$ cat config.mk
export PLATFORM = sky130hd
export DESIGN_NAME = dpin_frame_engine
export DESIGN_NICKNAME = d
export VERILOG_FILES = /design/src/rtl/dpin_pkg.sv /design/src/rtl/dpin_scatter.sv /design/src/rtl/dpin_gather.sv /design/src/rtl/dpin_frame_ptr.sv /design/src/rtl/dpin_frame_engine.sv
export SDC_FILE = /design/constraint.sdc
export NUM_CORES = 1
export LEC_CHECK = 0
export ABC_AREA = 1
export BUFFER_PORTS_ARGS = -buffer_cell sky130_fd_sc_hd__buf_2
export CAP_MARGIN = 20
export CORE_AREA = 2 2 163 165
export DETAILED_ROUTE_END_ITERATION = 6
export DIE_AREA = 0 0 165 167
export HOLD_SLACK_MARGIN = 0.06
export PLACE_DENSITY = 0.58
export SLEW_MARGIN = 20
export SYNTH_ARGS = -nofsm -noshare
export SYNTH_HDL_FRONTEND = slang
export SYNTH_SLANG_ARGS = --single-unit
export TNS_END_PERCENT = 1
$ cat constraint.sdc
create_clock -name clk -period 1.3 [get_ports clk]
set_input_delay 0.26 -clock clk [delete_from_list [all_inputs] [get_ports clk]]
set_output_delay 0.26 -clock clk [all_outputs]
set_load 0.02 [all_outputs]
$ cat src/rtl/dpin_pkg.sv
`timescale 1ns/1ps
package dpin_pkg;
    localparam int NCH    = 16;
    localparam int BANK_W = 32;
    localparam int POS_W  = $clog2(BANK_W);

    typedef enum logic {BANK_A = 1'b0, BANK_B = 1'b1} bank_e;

    typedef struct packed {
        bank_e            bank;
        logic [POS_W-1:0] bit_pos;
    } pin_loc_t;

    // level half is the upper half of the word, direction the lower
    typedef struct packed {
        logic [NCH-1:0] level;
        logic [NCH-1:0] dir;
    } ctrl_word_t;

    typedef struct packed {
        logic [BANK_W-1:0] oe;
        logic [BANK_W-1:0] set_m;
        logic [BANK_W-1:0] clr_m;
    } bank_drive_t;

    typedef enum logic [1:0] {ST_IDLE, ST_DRIVE, ST_DONE} fsm_e;

    function automatic pin_loc_t mk_loc(input bank_e b, input int p);
        pin_loc_t l;
        l.bank    = b;
        l.bit_pos = POS_W'(p);
        return l;
    endfunction

    // fixed channel-to-pin scatter map
    function automatic pin_loc_t chan_loc(input int ch);
        case (ch)
            0:  return mk_loc(BANK_B, 2);
            1:  return mk_loc(BANK_B, 3);
            2:  return mk_loc(BANK_B, 5);
            3:  return mk_loc(BANK_B, 4);
            4:  return mk_loc(BANK_A, 13);
            5:  return mk_loc(BANK_A, 12);
            6:  return mk_loc(BANK_A, 28);
            7:  return mk_loc(BANK_A, 18);
            8:  return mk_loc(BANK_A, 15);
            9:  return mk_loc(BANK_A, 14);
            10: return mk_loc(BANK_A, 19);
            11: return mk_loc(BANK_B, 1);
            12: return mk_loc(BANK_B, 22);
            13: return mk_loc(BANK_B, 24);
            14: return mk_loc(BANK_B, 23);
            default: return mk_loc(BANK_B, 25);
        endcase
    endfunction
endpackage

$ cat src/rtl/dpin_scatter.sv
`timescale 1ns/1ps
module dpin_scatter
    import dpin_pkg::*;
#(
    parameter bank_e BANK = BANK_A
) (
    input  ctrl_word_t        ctrl,
    input  logic [BANK_W-1:0] oe_cur,
    output bank_drive_t       drv
);
    always_comb begin
        pin_loc_t loc;
        drv.oe    = oe_cur;
        drv.set_m = '0;
        drv.clr_m = '0;
        for (int ch = 0; ch < NCH; ch++) begin
            loc = chan_loc(ch);
            if (loc.bank == BANK) begin
                if (ctrl.dir[ch]) begin
                    drv.oe[loc.bit_pos] = 1'b1;
                end else begin
                    drv.oe[loc.bit_pos] = 1'b0;
                    if (ctrl.level[ch]) drv.set_m[loc.bit_pos] = 1'b1;
                    else                drv.clr_m[loc.bit_pos] = 1'b1;
                end
            end
        end
    end
endmodule

$ cat src/rtl/dpin_gather.sv
`timescale 1ns/1ps
module dpin_gather
    import dpin_pkg::*;
(
    input  ctrl_word_t        ctrl,
    input  logic [BANK_W-1:0] pins_a,
    input  logic [BANK_W-1:0] pins_b,
    output ctrl_word_t        merged
);
    always_comb begin
        pin_loc_t loc;
        merged = ctrl;
        for (int ch = 0; ch < NCH; ch++) begin
            loc = chan_loc(ch);
            if (ctrl.dir[ch]) begin
                merged.level[ch] = (loc.bank == BANK_A) ? pins_a[loc.bit_pos]
                                                        : pins_b[loc.bit_pos];
            end
        end
    end
endmodule

$ cat src/rtl/dpin_frame_ptr.sv
`timescale 1ns/1ps
module dpin_frame_ptr #(
    parameter int ADDR_W  = 20,
    parameter int BASE    = 'h11000,
    parameter int BUF_OFS = 'h400,
    parameter int FRAMES  = 256
) (
    input  logic              clk,
    input  logic              rst,
    input  logic              advance,
    input  logic              block_end,
    output logic [ADDR_W-1:0] addr,
    output logic              buf_sel
);
    localparam int FIDX_W = $clog2(FRAMES);

    logic [FIDX_W-1:0] idx_q;

    always_ff @(posedge clk) begin
        if (rst) begin
            idx_q   <= '0;
            buf_sel <= 1'b0;
        end else if (block_end) begin
            idx_q   <= '0;
            buf_sel <= ~buf_sel;
        end else if (advance) begin
            idx_q   <= (idx_q == FIDX_W'(FRAMES - 1)) ? '0 : idx_q + 1'b1;
        end
    end

    assign addr = ADDR_W'(BASE)
                + (buf_sel ? ADDR_W'(BUF_OFS) : '0)
                + ADDR_W'({idx_q, 2'b00});
endmodule

$ cat src/rtl/dpin_frame_engine.sv
`timescale 1ns/1ps
module dpin_frame_engine
    import dpin_pkg::*;
#(
    parameter int XIDX_W  = 8,
    parameter int ADDR_W  = 20,
    parameter int BASE    = 'h11000,
    parameter int BUF_OFS = 'h400,
    parameter int FRAMES  = 256
) (
    input  logic              clk,
    input  logic              rst,
    input  logic              dig_en,
    input  logic              xfer_req,
    input  logic [XIDX_W-1:0] xfer_idx,
    input  logic [31:0]       ctrl_word,
    input  logic [31:0]       oe_a_cur,
    input  logic [31:0]       oe_b_cur,
    input  logic [31:0]       pins_a,
    input  logic [31:0]       pins_b,
    input  logic              bank_ack,
    input  logic              block_end,
    output logic              bank_wr,
    output logic [31:0]       oe_a_new,
    output logic [31:0]       set_a,
    output logic [31:0]       clr_a,
    output logic [31:0]       oe_b_new,
    output logic [31:0]       set_b,
    output logic [31:0]       clr_b,
    output logic              done,
    output logic [31:0]       wb_word,
    output logic [ADDR_W-1:0] frame_addr,
    output logic              buf_sel
);
    localparam logic [XIDX_W-1:0] PHASE_MASK = XIDX_W'(3);

    fsm_e        state_q;
    ctrl_word_t  ctrl_in, ctrl_q, merged, wb_q;
    bank_drive_t drv_a, drv_b, drv_a_q, drv_b_q;
    logic        accept;

    assign ctrl_in = ctrl_word_t'(ctrl_word);
    assign accept  = (state_q == ST_IDLE) && xfer_req && dig_en
                   && ((xfer_idx & PHASE_MASK) == '0);

    dpin_scatter #(.BANK(BANK_A)) u_scatter_a (.ctrl(ctrl_in), .oe_cur(oe_a_cur), .drv(drv_a));
    dpin_scatter #(.BANK(BANK_B)) u_scatter_b (.ctrl(ctrl_in), .oe_cur(oe_b_cur), .drv(drv_b));

    dpin_gather u_gather (.ctrl(ctrl_q), .pins_a(pins_a), .pins_b(pins_b), .merged(merged));

    always_ff @(posedge clk) begin
        if (rst) begin
            state_q <= ST_IDLE;
            ctrl_q  <= '0;
            drv_a_q <= '0;
            drv_b_q <= '0;
            wb_q    <= '0;
        end else begin
            case (state_q)
                ST_IDLE: if (accept) begin
                    ctrl_q  <= ctrl_in;
                    drv_a_q <= drv_a;
                    drv_b_q <= drv_b;
                    state_q <= ST_DRIVE;
                end
                ST_DRIVE: if (bank_ack) begin
                    wb_q    <= merged;
                    state_q <= ST_DONE;
                end
                default: state_q <= ST_IDLE;
            endcase
        end
    end

    dpin_frame_ptr #(
        .ADDR_W(ADDR_W), .BASE(BASE), .BUF_OFS(BUF_OFS), .FRAMES(FRAMES)
    ) u_ptr (
        .clk(clk), .rst(rst), .advance(done), .block_end(block_end),
        .addr(frame_addr), .buf_sel(buf_sel)
    );

    assign bank_wr  = (state_q == ST_DRIVE);
    assign done     = (state_q == ST_DONE);
    assign oe_a_new = drv_a_q.oe;
    assign set_a    = drv_a_q.set_m;
    assign clr_a    = drv_a_q.clr_m;
    assign oe_b_new = drv_b_q.oe;
    assign set_b    = drv_b_q.set_m;
    assign clr_b    = drv_b_q.clr_m;
    assign wb_word  = wb_q;
endmodule

Yosys cells after proc, flatten, opt, wreduce, memory -nomap -nowiden
Cells that the tools add are included.
{"block": "op_classes", "addsub": 3, "n_eq_ne": 5, "n_mux": 85, "bitwise": 1, "n_reduce_logical": 9}
{"cell": "29-bit 2-to-1 mux", "n": 3}
{"cell": "26-bit 2-to-1 mux", "n": 3}
{"cell": "25-bit 2-to-1 mux", "n": 3}
{"cell": "24-bit 2-to-1 mux", "n": 3}
{"cell": "23-bit 2-to-1 mux", "n": 3}
{"cell": "61-bit 2-to-1 mux", "n": 1}
{"cell": "20-bit 2-to-1 mux", "n": 3}
{"cell": "58-bit 2-to-1 mux", "n": 1}
{"cell": "19-bit 2-to-1 mux", "n": 3}
{"cell": "57-bit 2-to-1 mux", "n": 1}
{"cell": "56-bit 2-to-1 mux", "n": 1}
{"cell": "55-bit 2-to-1 mux", "n": 1}
{"cell": "52-bit 2-to-1 mux", "n": 1}
{"cell": "51-bit 2-to-1 mux", "n": 1}
{"cell": "16-bit 2-to-1 mux", "n": 3}
{"cell": "48-bit 2-to-1 mux", "n": 1}
{"cell": "47-bit 2-to-1 mux", "n": 1}
{"cell": "46-bit 2-to-1 mux", "n": 1}
{"cell": "15-bit 2-to-1 mux", "n": 3}
{"cell": "45-bit 2-to-1 mux", "n": 1}
{"cell": "14-bit 2-to-1 mux", "n": 3}
{"cell": "13-bit 2-to-1 mux", "n": 3}
{"cell": "38-bit 2-to-1 mux", "n": 1}
{"cell": "37-bit 2-to-1 mux", "n": 1}
{"cell": "25 further kinds", "n": 57}
{"block": "totals", "reg_bits": 264, "inputBits": 174, "out_inout_bits": 247, "word_cells": 116}

Logic depth before layout (Yosys ltp)
Gate-level depths: netlist of the first run.
{"block": "logic_depth", "depth_word": 18, "ltp_mapped": 7, "depth_no_buf": 7}

Cells and area by module
Synthesis of the first run repeated with hierarchy kept, for this count alone.
{"block": "unflattened", "hier_cells": 1940, "area_unflattened_um2": 12627.1}
{"module": "dpin_frame_engine", "n_inst": 1, "cells_each": 1576, "area_each_um2": 10302.4, "seq_area_each_um2": 5165.0}
{"module": "dpin_scatter (u_scatter_a)", "n_inst": 1, "cells_each": 104, "area_each_um2": 715.7, "seq_area_each_um2": 0.0}
{"module": "dpin_scatter (u_scatter_b)", "n_inst": 1, "cells_each": 106, "area_each_um2": 713.2, "seq_area_each_um2": 0.0}
{"module": "dpin_frame_ptr", "n_inst": 1, "cells_each": 74, "area_each_um2": 535.5, "seq_area_each_um2": 180.2}
{"module": "dpin_gather", "n_inst": 1, "cells_each": 80, "area_each_um2": 360.3, "seq_area_each_um2": 0.0}

Least setup slack after synthesis of the first run
Ideal clock, no wire load.
{"block": "synth_timing", "kind": "reg-to-reg", "from": "register u_ptr.idx_q[0]", "to": "register u_ptr.idx_q[3]", "setup_ns": 0.115, "t_arrival_ns": 1.147, "required_ns": 1.185, "path_slack_ns": 0.037, "path_stages_with_launch": 7, "path_buffers": 0, "period_less_slack_ns": 1.263, "path_cell_list": "dfxtp_1 ha_1 nand2_1 nor2_1 nand3b_1 nand2_1 nor2_1"}
{"block": "synth_via", "elab_chain_cells": 2, "word_cells_on_any_way": 3, "cone_classes": "add/sub (1); eq/ne (1); mux (1)"}
{"item": "start, declared", "line": "dpin_frame_ptr.sv:17", "rtl": "logic [FIDX_W-1:0] idx_q;"}
{"item": "start signal, assigned", "line": "dpin_frame_ptr.sv:27", "rtl": "idx_q <= (idx_q == FIDX_W'(FRAMES - 1)) ? '0 : idx_q + 1'b1;"}
{"item": "8-bit by 1-bit adder with 8-bit output / 8-bit == test (equally long branches)", "line": "dpin_frame_ptr.sv:27"}
{"item": "8-bit 2-to-1 mux (*)", "line": "dpin_frame_ptr.sv:27"}
Every way passes the cells marked *; elsewhere a longest branch is shown, timed or not.
A chain may end at the register's enable or synchronous reset.

Final worst setup path of the first run
{"block": "layout_timing", "from": "register state_q[1]", "to": "register ctrl_q[25] (netlist name)"}
{"block": "layout_via", "elab_chain_cells": 5}
{"item": "start, declared", "line": "dpin_frame_engine.sv:37", "rtl": "fsm_e state_q;"}
{"item": "start signal, assigned", "line": "dpin_frame_engine.sv:53", "rtl": "state_q <= ST_IDLE;"}
{"item": "start signal, assigned", "line": "dpin_frame_engine.sv:64", "rtl": "state_q <= ST_DRIVE;"}
{"item": "start signal, assigned", "line": "dpin_frame_engine.sv:68", "rtl": "state_q <= ST_DONE;"}
{"item": "2-bit zero test (*)", "line": "dpin_frame_engine.sv:43, dpin_frame_engine.sv:59"}
{"item": "1-bit logical AND (2 in a row)", "line": "dpin_frame_engine.sv:43", "rtl": "assign accept = (state_q == ST_IDLE) && xfer_req && dig_en"}
{"item": "1-bit logical AND", "line": "dpin_frame_engine.sv:44", "rtl": "&& ((xfer_idx & PHASE_MASK) == '0);"}
{"item": "2-bit AND reduction (no source line) (*)"}
{"item": "end signal, assigned", "line": "dpin_frame_engine.sv:61", "rtl": "ctrl_q <= ctrl_in;"}
{"item": "end, declared", "line": "dpin_frame_engine.sv:38", "rtl": "ctrl_word_t ctrl_in, ctrl_q, merged, wb_q;"}
Marked as above.

==> results of run 1 <==
==> power groups by stage <==
stage / Combinational, mW / Sequential (mW) / Clock [mW]
global placement: 1.16 / 4.97 / 0
floorplan: 0.930 / 5.02 / 0
CTS: 1.17 / 4.85 / 4.93
detailed placement: 1.16 / 4.98 / 0
finish: 1.19 / 4.85 / 4.79
global route: 1.30 / 4.86 / 5.16
==> what timing repair did <==
action / CTS / global route
pin swaps: 2 / 4
setup buffers: 4 / 0
resized for setup: 39 / 7
cloned: 0 / 3
endpoints found under the setup margin: 30 / 162
hold buffers: 0 / 0
==> cell usage after synthesis (2+ instances only) <==
cell type	n
sky130_fd_sc_hd__nor2_2	2
sky130_fd_sc_hd__nand2_1	181
sky130_fd_sc_hd__nor2_1	49
sky130_fd_sc_hd__inv_1	42
sky130_fd_sc_hd__clkbuf_1	38
sky130_fd_sc_hd__o21ai_0	19
sky130_fd_sc_hd__nand3_1	36
sky130_fd_sc_hd__buf_2	28
sky130_fd_sc_hd__nand4_1	113
sky130_fd_sc_hd__a21oi_1	147
sky130_fd_sc_hd__conb_1	2
sky130_fd_sc_hd__buf_4	132
sky130_fd_sc_hd__dfxtp_1	155
==> flip-flops by register name (all words and copies together), names as in the netlist <==
| signal | count |
|---|---|
| clr_a | 7 |
| clr_b | 9 |
| ctrl_q | 31 |
| oe_a_new | 25 |
| oe_b_new | 24 |
| set_a | 7 |
| set_b | 9 |
| state_q | 2 |
| u_ptr.buf_sel | 1 |
| u_ptr.idx_q | 8 |
| wb_word | 32 |
==> critical path, stage by stage, from the launching register on <==
cell and delay (ns):
sky130_fd_sc_hd__dfxtp_4 0.36, sky130_fd_sc_hd__buf_4 0.14, sky130_fd_sc_hd__nor2_4 0.14, sky130_fd_sc_hd__buf_12 0.15, sky130_fd_sc_hd__buf_12 0.14, sky130_fd_sc_hd__buf_12 0.11
sky130_fd_sc_hd__nand4_1 0.14, sky130_fd_sc_hd__a21oi_1 0.17
==> placed cells by master, fill, tap and decap left out, types with 2 or more instances in the layout <==
cell type	netlist	layout
sky130_fd_sc_hd__a21oi_1	147	145
sky130_fd_sc_hd__buf_6	0	6
sky130_fd_sc_hd__conb_1	2	107
sky130_fd_sc_hd__clkbuf_16	0	20
sky130_fd_sc_hd__nand2_1	181	181
sky130_fd_sc_hd__nand4_1	113	113
sky130_fd_sc_hd__inv_6	0	2
sky130_fd_sc_hd__o21ai_0	19	19
sky130_fd_sc_hd__nor2_4	0	4
sky130_fd_sc_hd__nor2_1	49	47
sky130_fd_sc_hd__nand3_1	36	35
sky130_fd_sc_hd__clkinv_2	0	4
sky130_fd_sc_hd__dfxtp_2	0	7
sky130_fd_sc_hd__inv_1	42	40
sky130_fd_sc_hd__dfxtp_1	155	139
sky130_fd_sc_hd__clkinvlp_4	0	5
sky130_fd_sc_hd__buf_2	28	237
sky130_fd_sc_hd__clkbuf_1	38	2
sky130_fd_sc_hd__a21oi_2	0	2
sky130_fd_sc_hd__buf_4	132	23
sky130_fd_sc_hd__dfxtp_4	0	9
sky130_fd_sc_hd__buf_12	0	13
==> area by class of cell <==
class	count	share of cell area
flip-flops and latches	155	0.3444
multi-input cells	659	0.3379
repair buffers	282	0.1929
clock buffers	19	0.04740
well taps	335	0.04590
inverters	43	0.01808
clock inverters	13	0.01315
diodes	1	0.0002740
==> worst paths after layout <==
| kind | endpoint | slack [ns] | cells after the start |
|---|---|---|---|
| hold / removal | oe_a_new[6] | 0.10 | 3 |
| setup reg to reg | ctrl_q[25] | -0.14 | 7 |
| setup / recovery | ctrl_q[25] | -0.14 | 7 |
| hold reg to reg | oe_b_new[20] | 0.46 | 2 |
==> kinds of logic (layout without fill, tap and decap cells) <==
family,count (synthesis),after routing
flops,155,155
xor+xnor,2,2
other cells,2,108
compound gates,167,167
buf+inv,241,357
fa+ha+maj,1,1
simple gates,382,382
==> stage by stage <==
step | hold WS [ns] | utilization | setup slack [ns] | total power [mW]
floorplan | 0.3968 | - | 0.03727 | 5.952
global placement | 0.4470 | 0.3249 | -0.004300 | 6.135
detailed placement | 0.4497 | 0.3249 | -0.006807 | 6.135
CTS | 0.08104 | 0.3504 | -0.1681 | 10.96
global route | 0.09036 | 0.3545 | -0.1854 | 11.32
finish | 0.1013 | 0.3545 | -0.1351 | 10.84
==> routing by layer <==
| layer | track usage | wire, um |
|---|---|---|
| met5 | 0 | 0 |
| met4 | 0.04764 | 331 |
| met3 | 0.03786 | 1544 |
| met2 | 0.2337 | 10260 |
| met1 | 0.2297 | 10910 |
==> results.md, run 1 <==
- Leaving out filler cells and counting taps, the final layout contains 1507.
- The latest clock arrival within the worst-skew pair is 0.42 ns.
- Summing all multi-input logic gate instances after layout gives 3085 um2.
- The run finished, with violations left.
- The cell count after synthesis came out at 950.
- The number of max-cap violations is 0.
- Of the synthesized area, sequential elements account for 0.4319.
- The clock buffer count from CTS is 17.
- The via count of the first global-routing pass was 5925.
- The core region is 25760 um2.
- By area the synthesized netlist is led by sky130_fd_sc_hd__dfxtp_1, sky130_fd_sc_hd__buf_4, sky130_fd_sc_hd__a21oi_1, sky130_fd_sc_hd__nand4_1, sky130_fd_sc_hd__nand2_1.
- Of the total synthesized cell area, the portion taken by full adders, half adders and majority gates is 0.001742.
- The total track usage is 0.1593.
- The peak supply drop is 571.3 uV.
- The synthesis-to-layout area growth is 27.12%.
- Summed over all failing endpoints, the final setup total negative slack is -9.305 ns.
- Tracing the worst setup path back leads to its startpoint at state_q[1].
- In the routed design, unresolved DRC markers number 0.
- Port buffering added 243 buffers.
- The final critical-path share of the clock period is 1.104.
- The floorplan die height is 167 um.
- For this run, the number of Yosys warnings is 0.
- Dividing total power by cell area gives a power density of 1187 nW/um2.
- The clock passes through at most 2 buffers.
- Of the total synthesized cell area, the portion taken by AND, OR, NAND and NOR gates is 0.2464.
- For the finished layout, the period the worst path requires is 1.435 ns.
- The net load switching power is 3.048 mW.
- The top-area cell type share of the netlist area is 0.4319.
- The clock slew seen by the registers of the worst setup and hold paths is 0.07 ns.
- CTS saw 155 sinks.
- The worst reg2reg path startpoint is state_q[1].
- After detailed placement, the design holds a cell count of 1468.
- The largest net degree at the start of global routing is 73.
- Setup repair after global routing could not meet its margin everywhere.
- The number of endpoints with negative hold slack in the final report is 0.
- The compound-cell area share of the yosys netlist was 0.1167.
- The share of total power dissipated in combinational logic is 0.110.
- The most used flip-flop cell after synthesis is sky130_fd_sc_hd__dfxtp_1.
- Averaged over all synthesized cells, the footprint is 7.563 um2.
- After global routing the overflow that remains totals 0.
- By area, the combinational part of the netlist is dominated by simple AND/OR/NAND/NOR gates.
- The number of synthesized flops with an enable pin is 0.
- The number of nets in the final layout is 1333.
- The total setup violations reported at the end of the flow is 116.
- The initial antenna violation count is 1.
- The cell taking the most area after synthesis is sky130_fd_sc_hd__dfxtp_1.
- The chip width is 165 um.
- The routability-driven placement congestion ratio is 0.8302.
- The number of optimization iterations in the first detailed-route pass is 5.
- The switching power as a share of total power is 0.2811.
- The DRC violation total after the first TritonRoute iteration is 530.
- Between clock sinks in the finished design, the worst skew comes to 0.01495 ns.
- The startpoint identified for the worst hold timing path is oe_a_cur[6].
- The kind of capture point of the worst setup path is a register.
- The total of fill cells in the finished design is 2754.
- The number of core rows is 59.
- The initial utilization of the core area, before any placement, comes to 0.2789.
- The final route contains 6864 vias.
- STA classifies the critical path startpoint as a register.
- The number of max-slew violations in the final report is 0.
- Dividing the detail-routed wire length by the instance count gives 15.29 um.
- STA puts the critical path data required time at 1.65 ns.
- The upper clock frequency limit is 696.8 MHz.
- The minimum setup slack in the final design is -0.1351 ns.
- The vias per cell is 4.555.
- The area of the mapped netlist is 7184 um2.
- The async set-or-reset flop fraction in the synthesized netlist is 0.
- Of the total synthesized cell area, the portion taken by XOR and XNOR cells is 0.002438.
- The final reports fail on setup timing.
- The highest net fanout along the worst path is 5.
- The count of pins on the block boundary is 421.
- The static leakage is 3.949 nW.
- Of the total power, registers draw 0.448.
- The critical path class is register to register.
- In the final layout, the share of cells above drive strength 1 is 0.2886.
- The CTS tree is yes.
- The count of different cell masters after synthesis is 19.
- In this run the worst hold path is classified as primary input to register.
- The tree is rooted in a sky130_fd_sc_hd__clkbuf_16.
- The final layout contains routed wiring with a total length of 23050 um.
- The internal power summed over all cells is 7.793 mW.
- The number of synthesized register bits is 155.
- The global-route wire length before repair is 34040 um.
- The detail route stage leaves a number of antenna-violating nets equal to 0.
- The cell area after layout is 9133 um2.
- The post-DP HPWL is 16130 um.
- The data arrival time of the critical path is 1.78 ns.
- The instance area at placement is 8372 um2.
- Of the total power, the clock network draws 0.442.
- The overall die area is 27560 um2.
- Of the post-synthesis cell area, the part taken by muxes is 0.
- The area used by sequential logic in the layout is 3146 um2.
- The deepest level of the CTS H-tree is 4.
Power figures use the tool's default switching activity.
==> run 2: changes to the inputs <==
--- a/config.mk
+++ b/config.mk
@@ -8,13 +8,14 @@
 export ABC_AREA = 1
 export BUFFER_PORTS_ARGS = -buffer_cell sky130_fd_sc_hd__buf_2
 export CAP_MARGIN = 20
-export CORE_AREA = 2 2 163 165
+export CORE_ASPECT_RATIO = 0.9
+export CORE_UTILIZATION = 30
 export DETAILED_ROUTE_END_ITERATION = 6
-export DIE_AREA = 0 0 165 167
 export HOLD_SLACK_MARGIN = 0.06
-export PLACE_DENSITY = 0.58
+export PLACE_DENSITY = 0.55
 export SLEW_MARGIN = 20
 export SYNTH_ARGS = -nofsm -noshare
 export SYNTH_HDL_FRONTEND = slang
+export SYNTH_HIERARCHICAL = 1
 export SYNTH_SLANG_ARGS = --single-unit
 export TNS_END_PERCENT = 1
==> run 2 against run 1 <==
  * The run still ends with setup timing left
  * Die area increased by 56%
  * Area after synthesis up 76%
  * Clock skew is 0.0043 ns higher
  * Combinational power rose by 96%
  * Critical path depth fell by 2
  * Synthesized cell count up 100%
  * Hold slack better by 0.060 ns
  * Non-clock buffer count grew 213
  * Critical path type is now register to output pin
  * Largest cell class unchanged
  * Largest power group is now clock
==> results.md, run 2 <==
- The initial antenna violation count is 0.
- The portion of the post-synthesis area used by sequential elements is 0.4233.
- The count of pins on the block boundary is 421.
- After the last flow step, the layout net total stands at 2471.
- Of the total synthesized cell area, the portion taken by XOR and XNOR cells is 0.001387.
- The clock slew seen by the registers of the worst setup and hold paths is 0.06 ns.
- Setup repair after global routing could not meet its margin everywhere.
- The synthesis-to-layout area growth is 43.57%.
- In this run the power density over the cells is 1119 nW/um2.
- The commonest cells after synthesis are sky130_fd_sc_hd__nand2_1, sky130_fd_sc_hd__nor2_1, sky130_fd_sc_hd__inv_1, sky130_fd_sc_hd__dfxtp_1, sky130_fd_sc_hd__buf_4.
- The via count of the first global-routing pass is 11040.
- Synthesis produced 1940 cells.
- The number of endpoints with negative hold slack in the final report is 0.
- Among all flip-flop cells after synthesis, the most frequent one is sky130_fd_sc_hd__dfxtp_1.
- STA classifies the critical path startpoint as a register.
- In the layout the commonest cells are sky130_fd_sc_hd__nand2_1, sky130_fd_sc_hd__nor2_1, sky130_fd_sc_hd__inv_1.
- The total core area is 41080 um2.
- The cell with the most instances after synthesis is sky130_fd_sc_hd__nand2_1.
- The main combinational cell family by area after synthesis is simple AND/OR/NAND/NOR gates.
- Before antenna repair, the detailed router went through 5 iterations.
- The global-route wire length before repair is 56240 um.
- The per-instance average area after synthesis is 6.509 um2.
- Dividing the detail-routed wire length by the instance count gives 12.31 um.
- The area fraction in and, or, nand and nor cells after synthesis is 0.3314.
- Dividing the detail-routed via count by the number of cells gives 3.944.
- The deepest level of the CTS H-tree is 1.
- By area the synthesized netlist is led by sky130_fd_sc_hd__dfxtp_1, sky130_fd_sc_hd__nand2_1, sky130_fd_sc_hd__nor2_1, sky130_fd_sc_hd__buf_4, sky130_fd_sc_hd__inv_1.
- Wires add up to 35210 um.
- The detailed router finished its first iteration with 407 violations.
- The floorplan has 70 rows.
- The post-layout minimum cycle time is 1.638 ns.
- The latest clock arrival within the worst-skew pair is 0.58 ns.
- The effective utilization at floorplan is 0.3074.
- The critical path is of the register to output pin type.
- The Yosys step of the flow raised 6 warnings.
- The run finished, with violations left.
- Clock tree synthesis found a total of 267 sinks.
- The number of synthesized register bits is 267.
- The routability-driven placement congestion ratio is 0.8030.
- The clock passes through at most 3 buffers.
- Leaving out fill and tap cells, the most frequent cell in the layout is sky130_fd_sc_hd__nand2_1.
- The adder-cell share of the synthesized area is 0.0009909.
- Summing all non-filler instances in the final layout gives an area of 18130 um2.
- The compound-cell area share of the yosys netlist came to 0.01595.
- The worst-case IR drop observed on VDD is 821.0 uV.
- The CTS root buffer is sky130_fd_sc_hd__clkbuf_16.
- Once detail routing completed, the nets flagged for antenna violations numbered 0.
- The total track usage is 0.1620.
- The placed instances occupy a cell area of 14170 um2.
- The data arrival time of the critical path is 1.38 ns.
- The fraction of layout cells with a size suffix above 1 is 0.3072.
- The final critical-path share of the clock period is 1.260.
- The non-filler instance count after layout is 2861.
- The number of max-cap violations is 0.
- The routed layout has 11280 vias.
- STA classifies the critical path endpoint as an output pin.
- The minimum setup slack in the final design is -0.3378 ns.
- Input and output buffers added on the ports amount to 339.
- The area of the mapped netlist is 12630 um2.
- The CTS tree is yes.
- The number of antenna diodes in the final layout is 0.
- The floorplan step defined a die boundary enclosing 42920 um2.
- The wire-length estimate of the detail-placed layout is 23810 um.
- The final reports fail on setup timing.
- The clock arrives with 0.01928 ns of skew.
- The total setup violations reported at the end of the flow is 197.
- The highest net fanout along the worst path is 2.
- The cell taking the most area after synthesis is sky130_fd_sc_hd__dfxtp_1.
- The chip width is 218.3 um.
- The type of the tightest min-delay check is primary input to register.
- The worst path required time is 1.04 ns.
- The static leakage is 9.563 nW.
- The top-area cell type share of the netlist area is 0.4233.
- The total chip power is 20.29 mW.
- The async set-or-reset flop fraction in the synthesized netlist is 0.
- The synthesized netlist contains 22 unique library cells.
- The number of max-slew violations in the final report is 0.
- Entering global routing, the biggest net connects 59 pins.
- The final standard cell utilization of the core is 0.4413.
- The number of DRC violations after detailed routing is 0.
- The floorplan die height is 196.6 um.
- The upper clock frequency limit is 610.6 MHz.
- Counting flops with a built-in enable in the synthesized netlist gives 0.
- Measured against the total synthesized area, the mux share comes to 0.
- The total overflow left after global routing is 0.
- The number of placed instances, taps included, is 2700.
- The clock buffer count from CTS is 31.
## run 2: cell count changes after synthesis, sizes merged, moves of 96 or more
cell / before / now
a21oi: 147 / 38
inv: 42 / 270
nand4: 113 / 2
dfxtp: 155 / 267
nor2: 51 / 494
buf: 160 / 256
nand2: 181 / 545
## run 2: path summary, 6_finish.rpt
kind	cells past startpoint	start	slack (ns)	end
max reg2reg	8	state_q[1]	-0.17	set_a[22]
min	4	bank_ack	0.16	state_q[1]
min reg2reg	2	wb_word[22]	0.47	wb_word[22]
max	5	state_q[0]	-0.34	bank_wr
## run 2: final cells by class
cell class                      instances  area [um2]
Clock inverter                         16       231.5
Clock buffer                           42       847.1
Timing Repair Buffer                  495        4837
Fill cell                            4065       22950
Multi-Input combinational cell       1231        4852
Sequential cell                       267        5662
Tap cell                              540       675.6
Inverter                              270        1023
## run 2: power by group
group	total (mW)	leakage, nW	internal [mW]	switching, mW
Combinational	2.33	6.76	1.07	1.26
Sequential	8.66	2.28	8.47	0.195
Clock	9.30	0.522	5.58	3.72
Total	20.3	9.56	15.1	5.18
## run 2: stage by stage
stage	hold slack [ns]	worst slack [ns]	TNS [ns]
3_3_place_gp	0.4469	-0.1613	-12.11
4_1_cts	0.08614	-0.4115	-18.27
3_5_place_dp	0.4525	-0.2173	-16.30
5_1_grt	0.1717	-0.4037	-35.68
6_report	0.1611	-0.3378	-6.916
2_1_floorplan	0.3324	0.06544	0
## run 2: timing repair
item	in CTS	in global routing
setup buffers	5	0
gates resized for setup	721	11
cloned	1	0
endpoints found under the hold margin	147	0
pin swaps	2	8
endpoints found under the setup margin	419	489
hold buffers	98	0
## run 2: critical path: stages, from the launching register on
cell,delay (ns)
sky130_fd_sc_hd__dfxtp_2,0.33
sky130_fd_sc_hd__buf_6,0.11
sky130_fd_sc_hd__inv_4,0.03
sky130_fd_sc_hd__nor2_4,0.11
sky130_fd_sc_hd__buf_12,0.12
sky130_fd_sc_hd__buf_8,0.10
## run 2: logic make-up (layout without fill, tap and decap cells)
logic type                 count (synthesis)  count (layout)
AOI/OAI and AO/OA                         40              40
xor gates and xnor gates                   2               2
adders and majority gates                  1               1
buffers and inverters                    545             823
DFF                                      267             267
other                                      4             107
and+or+nand+nor                         1081            1081
## run 2: metal layers
metal,global-route usage,part of all wire,up-vias
met2,0.2673,0.46,231
li1,-,-,6026
met4,0.06527,0.040,0
met5,0,0,-
met1,0.1993,0.44,4947
met3,0.04321,0.055,80
==> run 3: changes to the inputs <==
--- a/config.mk
+++ b/config.mk
@@ -5,14 +5,14 @@
 export SDC_FILE = /design/constraint.sdc
 export NUM_CORES = 1
 export LEC_CHECK = 0
-export ABC_AREA = 1
 export BUFFER_PORTS_ARGS = -buffer_cell sky130_fd_sc_hd__buf_2
 export CAP_MARGIN = 20
 export CORE_ASPECT_RATIO = 0.9
 export CORE_UTILIZATION = 30
 export DETAILED_ROUTE_END_ITERATION = 6
+export GPL_ROUTABILITY_DRIVEN = 0
 export HOLD_SLACK_MARGIN = 0.06
-export PLACE_DENSITY = 0.55
+export PLACE_DENSITY = 0.54
 export SLEW_MARGIN = 20
 export SYNTH_ARGS = -nofsm -noshare
 export SYNTH_HDL_FRONTEND = slang
==> run 3 against run 2 <==
  * Maximum frequency rose by 3.6%
  * Clock skew barely moved
  * Hold slack lost 0.056 ns
  * Highest routed layer unchanged
  * The flow still finishes with violations (setup timing)
  * Flip-flop and latch count unchanged
==> results.md, run 3 <==
- The flow ran to the end, but the final reports show violations.
- The checks that failed: setup timing.
- The total number of clock tree sinks is 267.
- For this design the total switching power over the nets is 4.804 mW.
- The initial antenna violation count came to 2.
- Before antenna repair, the detailed router went through 4 iterations.
- The register-to-register setup slack is -0.27 ns.
- Setup repair after global routing could not meet its margin everywhere.
- The number of endpoints with negative hold slack in the final report is 0.
- The initialized floorplan defines 73 standard-cell rows.
- The instance area at placement is 15060 um2.
- After global routing the overflow that remains totals 0.
- The number of max-cap violations is 0.
- For this configuration, the core starts out at a cell density of 0.3054.
- The final critical-path share of the clock period is 1.216.
- The deepest level of the CTS H-tree is 2.
- At the end of the flow the core is filled with cells to 0.4278.
- The most instantiated flip-flop cell in the synthesis netlist is sky130_fd_sc_hd__dfxtp_1.
- The DRC violation total after the first TritonRoute iteration is 396.
- For this run, the total global-route usage over all layers was measured as 0.1491.
- Across the routed clock network, the largest skew measured is 0.01918 ns.
- Across the VDD grid, the largest voltage drop is 615.9 uV.
- The cell with the most instances after synthesis is sky130_fd_sc_hd__nand2b_1.
- Of the total power, the share spent switching nets is 0.2411.
- The largest net degree at the start of global routing is 86.
- The synthesized netlist contains 32 unique library cells.
- Along the worst path, the maximum fanout reaches 4.
- At the worst endpoint, the required time is 1.04 ns.
- The data arrival time of the critical path is 1.32 ns.
- The most critical setup path has its startpoint at state_q[1].
- The capture point of the worst reg-to-reg path is oe_b_new[25].
- The ratio of total power to cell area is 1052 nW/um2.
- The count of pins on the block boundary is 421.
- The routed design has 34840 um of wire.
- The global-route wire length before repair is 53790 um.
- The combinational share of power is 0.102.
- The total core area is 44300 um2.
- Using the TritonRoute via totals, the vias-per-cell ratio works out to 4.045.
- The number of cells produced by synthesis is 1407.
- The startpoint identified for the worst hold timing path is pins_a[19].
- The floorplan die height is 203.5 um.
- Counting along the longest clock path gives a buffer depth of 3.
- In the routed design, unresolved DRC markers number 0.
- The library cell used most frequently in the layout, excluding fill and tap cells, is sky130_fd_sc_hd__nand2b_1.
- The startpoint kind of the worst setup timing path is a register.
- The clock buffer count from CTS is 34.
- The synthesis-to-layout area growth is 40.06%.
- The number of max-slew violations in the final report is 0.
- The total of fill cells in the finished design is 4273.
- TritonCTS built the clock tree.
- The critical path ends at done.
- Across all setup checks in the final design, the least slack found is -0.2813 ns.
- The chip width is 225.9 um.
- In this run the mean area of a mapped cell was 9.616 um2.
- The CTS root buffer is sky130_fd_sc_hd__clkbuf_16.
- The number of synthesized flops with an enable pin is 0.
- The part of the total power dissipated in sequential elements is 0.424.
- The cell taking the most area after synthesis is sky130_fd_sc_hd__dfxtp_1.
- During synthesis, Yosys emitted a total of 6 warnings.
- After layout, the minimum clock period comes to 1.581 ns.
- The number of cells traversed by the worst register-to-register path is 5.
- The floorplan step defined a die boundary enclosing 45950 um2.
- The critical path is of the register to output pin type.
- The number of nets in the final layout is 1923.
- Buffers placed on the I/O ports in this run total 339.
- The cell area after layout is 18950 um2.
- Across all layers, the routed design uses 9618 vias.
- After layout, the design draws a total of 19.93 mW.
- The fraction of layout cells with a size suffix above 1 is 0.4014.
- Setup violations remaining at the end of the flow were counted as 234.
- The number of synthesized register bits is 267.
- Ranked by instance count, the synthesized netlist is headed by sky130_fd_sc_hd__nand2b_1, sky130_fd_sc_hd__dfxtp_1, sky130_fd_sc_hd__mux2i_1, sky130_fd_sc_hd__buf_4, sky130_fd_sc_hd__nand2_1.
- The library cells used most frequently in the layout, excluding fill and tap cells, are sky130_fd_sc_hd__nand2b_1, sky130_fd_sc_hd__buf_6, sky130_fd_sc_hd__mux2i_1.
- The kind of capture point of the worst setup path is an output pin.
- The top-area cell type share of the netlist area is 0.3951.
- Of all flip-flops after synthesis, the portion carrying an async set or reset was 0.
- The internal power summed over all cells is 15.12 mW.
- In this run the critical register-to-register path is launched from state_q[1].
- Yosys attributes the largest share of cell area to sky130_fd_sc_hd__dfxtp_1, sky130_fd_sc_hd__nand2b_1, sky130_fd_sc_hd__mux2i_1, sky130_fd_sc_hd__buf_4, sky130_fd_sc_hd__nand2_1.
- The via count of the first global-routing pass is 9682.
- The share of power burned in the clock network is 0.474.
- The static leakage is 7.498 nW.
- The portion of the post-synthesis area used by sequential elements is 0.3951.
- The post-DP HPWL is 23740 um.
- The number of routed nets with antenna violations is 0.
- Hold timing on the final database bottoms out at a slack of 0.1047 ns.
- Based on the critical path, the design can be clocked at up to 632.4 MHz.
- After clock tree synthesis, the clock-pin slew on the worst setup and hold paths is 0.05 ns.
- The area of the mapped netlist is 13530 um2.
- After detailed routing, the average wire length per cell comes to 14.65 um.
- The min-delay analysis places its worst path in the category primary input to register.
- At the later pin of the worst-skew pair, clock insertion delay measures 0.54 ns.
[run 3: worst min path at each step]
stage               endpoint  cells after the start  slack (ns)
2_1_floorplan  u_ptr/buf_sel                      1        0.33
3_3_place_gp      wb_word[2]                      2        0.44
3_5_place_dp     wb_word[17]                      2        0.44
4_1_cts          wb_word[30]                      4        0.06
5_1_grt          wb_word[30]                      4        0.10
6_report         wb_word[26]                      4        0.10
[run 3: cell families after synthesis]
| kind of cell | synth area share |
|---|---|
| and+or+nand+nor | 0.2580 |
| AOI/OAI and AO/OA | 0.01609 |
| other | 0.001109 |
| muxes | 0.1842 |
| xor gates and xnor gates | 0.003237 |
| DFF | 0.3951 |
| adders and majority gates | 0.0009247 |
| buffers and inverters | 0.1413 |
[run 3: layout make-up]
cell class / instances / area, um2 / share of cell area
Inverter: 2 / 7.507 / 0.0003962
Multi-Input combinational cell: 966 / 6690 / 0.3531
Timing Repair Buffer: 477 / 4735 / 0.2499
Sequential cell: 267 / 5637 / 0.2975
Clock buffer: 50 / 980.9 / 0.05177
Clock inverter: 12 / 138.9 / 0.007329
Antenna cell: 4 / 10.01 / 0.0005282
Tap cell: 600 / 750.7 / 0.03962
[run 3: repair_timing]
action                                  CTS  global route
buffers inserted                          5             3
gates resized for setup                 666            42
hold endpoints to repair                111             0
pin swaps                                 0             1
endpoints found under the setup margin  463           309
hold buffers                             82             0
cloned                                    1             1
[run 3: metrics by stage]
step           instances  TNS (ns)  setup slack (ns)
6_report            2378    -46.63           -0.2813
4_1_cts             2370    -57.66           -0.3388
3_3_place_gp        2220    -68.06           -0.3481
5_1_grt             2376    -66.05           -0.3539
3_5_place_dp        2220    -71.23           -0.3905
2_1_floorplan       1510    -2.281          -0.03223
[run 3: layer usage]
| metal | GRT usage | wire, um | up-vias |
|---|---|---|---|
| li1 | - | - | 4896 |
| met1 | 0.1843 | 15280 | 4461 |
| met2 | 0.2397 | 16210 | 197 |
| met3 | 0.04524 | 2315 | 64 |
| met4 | 0.06171 | 1047 | 0 |
| met5 | 0 | 0 | - |
[run 3: power by group through the flow]
stage / logic (mW) / registers (mW) / clock network [mW]
global route: 2.20 / 8.47 / 10.1
detailed placement: 1.65 / 8.59 / 0
CTS: 2.02 / 8.46 / 9.81
finish: 2.03 / 8.46 / 9.44
global placement: 1.63 / 8.59 / 0
floorplan: 1.31 / 8.74 / 0
[run 3: worst max-delay path, cell delays in order, from the launching register on]
cell	delay, ns
sky130_fd_sc_hd__dfxtp_2	0.34
sky130_fd_sc_hd__buf_6	0.10
sky130_fd_sc_hd__nor2b_4	0.15
sky130_fd_sc_hd__buf_6	0.11
sky130_fd_sc_hd__buf_6	0.10
